$ cat src/rtl/rxto_pkg.sv
package rxto_pkg;
    typedef enum logic [1:0] {
        FL_QUIET = 2'd0,
        FL_HELD  = 2'd1,
        FL_SEEN  = 2'd2
    } flag_st_e;
endpackage

$ cat src/rtl/rxto_quiet_timer.sv
module rxto_quiet_timer #(
    parameter int IDLE_BITS = 15,
    localparam int CW = $clog2(IDLE_BITS + 1)
) (
    input  logic clk,
    input  logic rst_n,
    input  logic restart,
    input  logic bit_tick,
    output logic idle_full
);
    localparam logic [CW-1:0] LIMIT = CW'(IDLE_BITS);

    logic [CW-1:0] cnt;

    always_ff @(posedge clk or negedge rst_n) begin
        if (!rst_n)
            cnt <= '0;
        else if (restart)
            cnt <= '0;
        else if (bit_tick && cnt != LIMIT)
            cnt <= cnt + 1'b1;
    end

    assign idle_full = (cnt == LIMIT);

    // once full, stays full until restarted
    assert_hold_full_R5: assert property (@(posedge clk) disable iff (!rst_n)
        (idle_full && !restart) |=> idle_full);
    // restart empties the window
    assert_restart_R3: assert property (@(posedge clk) disable iff (!rst_n)
        restart |=> !idle_full);
    // no tick, no restart -> count holds
    assert_no_drift_R2: assert property (@(posedge clk) disable iff (!rst_n)
        (!restart && !bit_tick) |=> $stable(cnt));
endmodule

$ cat src/rtl/rxto_flag_fsm.sv
module rxto_flag_fsm
    import rxto_pkg::*;
#(
    parameter int LVL_W = 5
) (
    input  logic             clk,
    input  logic             rst_n,
    input  logic             soft_rst,
    input  logic             idle_full,
    input  logic [LVL_W-1:0] fifo_level,
    input  logic [LVL_W-1:0] trig_level,
    input  logic             stat_rd,
    input  logic             flag_wr,
    input  logic             flag_wdata,
    input  logic             dma_rd,
    output logic             flag,
    output logic             clr_evt
);
    flag_st_e st, st_nx;
    logic     residue, empty, cpu_clr, dma_clr;

    assign empty   = (fifo_level == '0);
    assign residue = !empty && (fifo_level < trig_level);
    assign cpu_clr = flag_wr && !flag_wdata && empty;
    assign dma_clr = dma_rd && empty;

    always_ff @(posedge clk or negedge rst_n) begin
        if (!rst_n)
            st <= FL_QUIET;
        else
            st <= st_nx;
    end

    always_comb begin
        st_nx   = st;
        clr_evt = 1'b0;
        unique case (st)
            FL_QUIET: if (idle_full && residue) st_nx = FL_HELD;
            FL_HELD: begin
                if (dma_clr) begin
                    st_nx   = FL_QUIET;
                    clr_evt = 1'b1;
                end else if (stat_rd) begin
                    st_nx = FL_SEEN;
                end
            end
            FL_SEEN: begin
                if (cpu_clr || dma_clr) begin
                    st_nx   = FL_QUIET;
                    clr_evt = 1'b1;
                end
            end
            default: st_nx = FL_QUIET;
        endcase
        if (soft_rst) begin
            st_nx   = FL_QUIET;
            clr_evt = 1'b1;
        end
    end

    always_comb begin
        flag = (st != FL_QUIET);
    end

    // a rise needs an elapsed window and a residue
    assert_rise_guard_R4: assert property (@(posedge clk) disable iff (!rst_n)
        $rose(flag) |-> $past(idle_full && residue));
    // write of 0 before any read keeps the flag
    assert_wr_no_read_R6: assert property (@(posedge clk) disable iff (!rst_n)
        (st == FL_HELD && flag_wr && !dma_clr && !soft_rst) |=> flag);
    // full handshake clears
    assert_cpu_clear_R7: assert property (@(posedge clk) disable iff (!rst_n)
        (st == FL_SEEN && cpu_clr) |=> !flag);
    // DMA drain clears
    assert_dma_clear_R9: assert property (@(posedge clk) disable iff (!rst_n)
        (flag && dma_clr) |=> !flag);
    // soft reset clears
    assert_soft_R10: assert property (@(posedge clk) disable iff (!rst_n)
        soft_rst |=> !flag);
endmodule

$ cat src/rtl/rx_idle_ready.sv
module rx_idle_ready #(
    parameter int LVL_W     = 5,
    parameter int IDLE_BITS = 15,
    parameter bit GEN_IRQ   = 1'b1
) (
    input  logic             clk,
    input  logic             rst_n,
    input  logic             soft_rst,
    input  logic             bit_tick,
    input  logic             stop_seen,
    input  logic [LVL_W-1:0] fifo_level,
    input  logic [LVL_W-1:0] trig_level,
    input  logic             stat_rd,
    input  logic             flag_wr,
    input  logic             flag_wdata,
    input  logic             dma_rd,
    output logic             ready_flag,
    output logic             ready_irq
);
    logic idle_full;
    logic clr_evt;

    rxto_quiet_timer #(.IDLE_BITS(IDLE_BITS)) u_timer (
        .clk       (clk),
        .rst_n     (rst_n),
        .restart   (stop_seen | clr_evt),
        .bit_tick  (bit_tick),
        .idle_full (idle_full)
    );

    rxto_flag_fsm #(.LVL_W(LVL_W)) u_fsm (
        .clk        (clk),
        .rst_n      (rst_n),
        .soft_rst   (soft_rst),
        .idle_full  (idle_full),
        .fifo_level (fifo_level),
        .trig_level (trig_level),
        .stat_rd    (stat_rd),
        .flag_wr    (flag_wr),
        .flag_wdata (flag_wdata),
        .dma_rd     (dma_rd),
        .flag       (ready_flag),
        .clr_evt    (clr_evt)
    );

    generate
        if (GEN_IRQ) begin : g_irq
            assign ready_irq = ready_flag;
        end else begin : g_no_irq
            assign ready_irq = 1'b0;
        end
    endgenerate

    // interrupt tracks the flag
    assert_irq_R11: assert property (@(posedge clk) disable iff (!rst_n)
        GEN_IRQ |-> (ready_irq == ready_flag));
endmodule

$ cat config.mk
export PLATFORM = sky130hd
export DESIGN_NAME = rx_idle_ready
export DESIGN_NICKNAME = d
export VERILOG_FILES = /design/src/rtl/rxto_pkg.sv /design/src/rtl/rxto_quiet_timer.sv /design/src/rtl/rxto_flag_fsm.sv /design/src/rtl/rx_idle_ready.sv
export SDC_FILE = /design/constraint.sdc
export NUM_CORES = 1
export LEC_CHECK = 0
export BUFFER_PORTS_ARGS = -buffer_cell sky130_fd_sc_hd__buf_2
export CAP_MARGIN = 20
export CORE_AREA = 2 2 46 48
export DETAILED_ROUTE_END_ITERATION = 8
export DIE_AREA = 0 0 48 50
export RECOVER_POWER = 25
export SLEW_MARGIN = 20
export SYNTH_ARGS = -nofsm -noshare
export SYNTH_HDL_FRONTEND = slang
export SYNTH_SLANG_ARGS = --single-unit
$ cat constraint.sdc
create_clock -name clk -period 4.25 [get_ports clk]
set_input_delay 0.425 -clock clk [delete_from_list [all_inputs] [get_ports clk]]
set_output_delay 0.425 -clock clk [all_outputs]
set_load 0.03 [all_outputs]
== Word-level counts from Yosys, hierarchy flattened ==
Index checks and enable logic that the tools add are counted.
W data, S select, Z words.

* Word-level logic and storage cells: 38
* Output and inout port bits: 2
* Input port bits: 19
* Bits in registers: 6

* Equal/unequal tests: 7
* $lt $le $gt $ge: 1
* Multiplexer cells: 12
* Reduce and logical (&&, ||, !) cells: 14
* $add $sub $neg: 1
* Bitwise operators: 1

{| class="wikitable"
|+ Operators with widths
! operator !! count
|-
| $mux W2 || 5
|-
| $mux W4 || 2
|-
| $logic_and A1 B1 Y1 || 6
|-
| $ne A3 B2 Y1 const B || 2
|-
| $pmux W2 S3 || 1
|-
| $logic_not A5 Y1 || 1
|-
| $lt A5 B5 Y1 || 1
|-
| $add A4 B1 Y4 const B || 1
|-
| $eq A4 B4 Y1 const B || 1
|-
| $ne A4 B3 Y1 const B || 1
|-
| $ne A4 B4 Y1 const B || 1
|-
| $reduce_bool A2 Y1 || 2
|-
| $mux W1 || 3
|-
| $reduce_and A3 Y1 || 1
|-
| $eq A2 B1 Y1 const B || 1
|-
| $eq A2 B2 Y1 const B || 1
|-
| $logic_not A1 Y1 || 2
|-
| $logic_not A2 Y1 || 1
|-
| $pmux W1 S2 || 1
|-
| $logic_or A1 B1 Y1 || 1
|-
| $or A1 B1 Y1 || 1
|}

== Logic depth before layout (Yosys ltp) ==
* Depth after elaboration: 9
* Mapped depth: 7

== By module ==
A second synthesis with hierarchy kept.

* Cell total of the unflattened synthesis: 65
* Area total of the unflattened synthesis: 595.6 µm²

{| class="wikitable"
|+ By module, submodules not included
! module !! cells each !! sequential area each (µm²) !! instances !! area each (µm²)
|-
| rxto_flag_fsm || 43 || 50.0 || 1 || 352.8
|-
| rxto_quiet_timer || 20 || 100.1 || 1 || 229.0
|-
| rx_idle_ready || 2 || 0.0 || 1 || 13.8
|}

== Least setup slack after synthesis ==
Ideal clock, no wire load.

* Path kind: input to register
* From: in trig_level[4]
* To: reg u_fsm.st[1]
* Setup slack: 2482 ps
* Arrival time: 1644 ps
* Stages: 6
* Cells stage by stage: inv_1 > ha_1 > a211o_1 > a311oi_4 > o221ai_1 > a21boi_1

* Word-level cells in the longest chain between the ends: 5

{| class="wikitable"
|+ RTL lines
! item !! RTL line !! RTL
|-
| from (decl) || rx_idle_ready.sv:12 || <nowiki>input logic [LVL_W-1:0] trig_level,</nowiki>
|-
| $lt A5 B5 Y1 || rxto_flag_fsm.sv:23 || <nowiki>assign residue = !empty && (fifo_level < trig_level);</nowiki>
|-
| $logic_and A1 B1 Y1 || rxto_flag_fsm.sv:23 ||
|-
| $logic_and A1 B1 Y1 || rxto_flag_fsm.sv:38 || <nowiki>FL_QUIET: if (idle_full && residue) st_nx = FL_HELD;</nowiki>
|-
| $ne A3 B2 Y1 (no source line) || -- ||
|-
| $reduce_and A3 Y1 (no source line) || -- ||
|-
| to (signal assigned) || rxto_flag_fsm.sv:31 || <nowiki>st <= st_nx;</nowiki>
|-
| to (decl) || rxto_flag_fsm.sv:19 || <nowiki>flag_st_e st, st_nx;</nowiki>
|}

No other way between the ends.
A chain may end at the register's enable or synchronous reset.

== Final worst setup path ==
* From: reg u_timer.cnt[0]
* To: reg u_fsm.st[1]

* Word-level cells in the longest chain between the ends: 4

{| class="wikitable"
|+ RTL lines
! item !! RTL line !! RTL
|-
| from (decl) || rxto_quiet_timer.sv:13 || <nowiki>logic [CW-1:0] cnt;</nowiki>
|-
| from (signal assigned) || rxto_quiet_timer.sv:21 || <nowiki>cnt <= cnt + 1'b1;</nowiki>
|-
| $eq A4 B4 Y1 || rxto_quiet_timer.sv:24 || <nowiki>assign idle_full = (cnt == LIMIT);</nowiki>
|-
| $logic_and A1 B1 Y1 || rxto_flag_fsm.sv:38 ||
|-
| $ne A3 B2 Y1 (no source line) || -- ||
|-
| $reduce_and A3 Y1 (no source line) || -- ||
|}

No other way between the ends.

==> impl_metrics.json <==
{
  "ys.flop_type": "dfrtp_1",
  "endpoint_kind": "flip-flop",
  "cts.hold.buffers_added": 1,
  "gp_congestion": 0.832,
  "grt_pass1_vias": 423,
  "rsz0062_at_grt": "no",
  "crit_path_max_fanout": 4,
  "wl_per_cell_um": 9.17,
  "syn-num-nets": 87,
  "grt_overflow": 0,
  "clk_latency_ns": 0.24,
  "grt_max_degree": 7,
  "insertedDiodeCount": 0,
  "tns_ns": 0,
  "cp_data_required_time_ns": 4.37,
  "synth_compound_area_share_pct": 24.9,
  "min_period_ns": 1.75,
  "finClkSkew_ns": 0.00366,
  "yosysWarnings": 0,
  "synthSimpleGateAreaFrac_pct": 18.9,
  "timing.fmax_mhz": 571,
  "synth.area.mux_share_pct": 0,
  "clk_pin_slew_ns": 0.05,
  "drv_slew": 0,
  "met1_usage_pct": 13.1,
  "final_layout_size_suffix_gt1_share_pct": 31.3,
  "hold_path_class": "input pin to flip-flop",
  "vias": 499,
  "synthTopCellsByCount": "ha_1 (8), inv_1 (8), dfrtp_1 (6), a21oi_1 (5)",
  "synth_top_cell_by_area": "dfrtp_1",
  "grt_use_met2_pct": 13.6,
  "synth.ff_latch_count": 6,
  "period_share_pct": 41.2,
  "synth_cells": 60,
  "synthArstFlopShare_pct": 100,
  "clkSinkCount": 6,
  "max-slew-margin-rel_pct": 77.3,
  "leakage_nw": 0.348,
  "num_rows": 16,
  "area_growth_pct": 29.0,
  "drtPass1Iterations": 4,
  "yosys.area_share.xor_xnor_pct": 3.23,
  "critPathLaunchType": "flip-flop",
  "nNetsFinal": 112,
  "numCtsBuffers": 3,
  "cts_resized": 0,
  "yosys.area_share.adder_pct": 18.4,
  "io_pins": 21,
  "grt_pass1_wl_um": 1640,
  "coreArea_sq_um": 1900,
  "yosysSeqAreaShare_pct": 27.6,
  "antenna_found_initial": 0,
  "postCtsSetupBuffers": 0,
  "synthTopCellsByArea": "dfrtp_1 (28%), ha_1 (18%), inv_1 (5.5%)",
  "die_width_um": 48,
  "fillCellCount": 204,
  "ctsRootBufferMaster": "clkbuf_4",
  "status": "finished clean",
  "crit_arrival_ns": 1.87,
  "final_cells": 110,
  "synth.avg_cell_area_sq_um": 9.05,
  "drtIter0Drc": 2,
  "multi_input_area_sq_um": 355,
  "grt_busiest_layer": "met2",
  "hold_viol": 0,
  "grt_util_all_layers_pct": 9.01,
  "drt_wl_total_um": 1010,
  "final_antenna_net_count": 0,
  "cts_tree": "yes",
  "setup_viol": 0,
  "grt_util_met3_pct": 1.10,
  "seqCellArea_sq_um": 150,
  "synth_top_family_by_area": "compound AO/OA/AOI/OAI gates",
  "cts_max_level": 1,
  "clockBufferDepth": 2,
  "worst_pin_slew_ns": 0.337,
  "drc": 0,
  "dp_hpwl_um": 890,
  "yosysUniqueCellTypes": 25,
  "synth.top_cell.area_share_pct": 27.6,
  "synthesis.area_sq_um": 543,
  "die_area_sq_um": 2400,
  "power_density_nw_per_um2": 228,
  "initial_core_util_pct": 28.6,
  "chipHeight_um": 50,
  "drv_cap": 0,
  "io_buffers": 20,
  "peakVddDrop_mv": 0.0818,
  "synth_edf_count": 0,
  "dp_cells": 106,
  "path_class": "flip-flop to flip-flop",
  "vias_per_cell": 4.54
}
## metrics by stage
stage               power (mW)  hold slack, ns  area (sq um)  worst slack [ns]  util [%]
global placement         0.109           0.256           669              2.32      35.2
global route             0.174           0.446           701              2.36      36.8
CTS                      0.163           0.451           702              2.51      36.9
finish                   0.160           0.453           701              2.50      36.8
floorplan               0.0937           0.129           543              2.48         -
detailed placement       0.110           0.258           669              2.30      35.2
## cells by family (layout without fill, tap and decap cells)
logic type,after synthesis,in the layout
and+or+nand+nor,19,19
AOI/OAI and AO/OA,16,16
buffers and inverters,9,32
adders and majority gates,8,8
DFF,6,6
xor gates and xnor gates,2,2
## registers in the layout, indices dropped and copies added, names as in the netlist
name / flops
u_fsm.st: 2
u_timer.cnt: 4
## where the power goes
part	total, mW	internal (mW)	switching (mW)
Sequential	0.0609	0.0595	0.00143
Combinational	0.0479	0.0208	0.0270
Clock	0.0511	0.0319	0.0193
Total	0.160	0.112	0.0478
## routing by layer
| metal | vias up | part of all wire [%] |
|---|---|---|
| met5 | - | 0 |
| met4 | 0 | 0 |
| met3 | 0 | 5.2 |
| met2 | 16 | 46 |
| met1 | 222 | 49 |
| li1 | 261 | - |
## cell type report
class	count	area share, %
Sequential cell	6	21.4
Multi-Input combinational cell	45	50.7
Tap cell	27	4.82
Clock buffer	3	3.21
Inverter	8	4.29
Timing Repair Buffer	21	15.5
## worst paths after layout
kind                                     start              to  slack, ns  cells after the start
worst max-delay path            u_timer.cnt[0]     u_fsm.st[1]       2.50                      6
worst min-delay path                  bit_tick  u_timer.cnt[1]       0.45                      3
worst max register to register  u_timer.cnt[0]     u_fsm.st[1]       2.50                      6
worst min register to register  u_timer.cnt[3]  u_timer.cnt[3]       0.56                      2
max in group asynchronous                rst_n     u_fsm.st[1]       3.41                      2
min in group asynchronous                rst_n  u_timer.cnt[3]       0.59                      2
## critical path, stage by stage, from the launching register on
cell and delay (ns):
dfrtp_1 0.39, ha_1 0.19, nand3_1 0.15, a211o_1 0.29, a311oi_4 0.30, o221ai_1 0.17, a21boi_1 0.15
## cells in the final DEF, fill, tap and decap left out, drive strengths merged
cell type	instances
o32a	1
o21ai	2
nor2b	1
o211ai	1
nor3	1
a311o	1
dlygate4sd3	1
a311oi	1
a21oi	5
or4	1
nand2b	4
o221ai	1
a211oi	1
a21boi	1
inv	8
buf	19
a211o	1
nand3	4
dfrtp	6
clkbuf	4
ha	8
or2	1
xor2	2
nor2	3
a21o	1
nand2	3
or3	1
(Power assumes the default switching activity.)
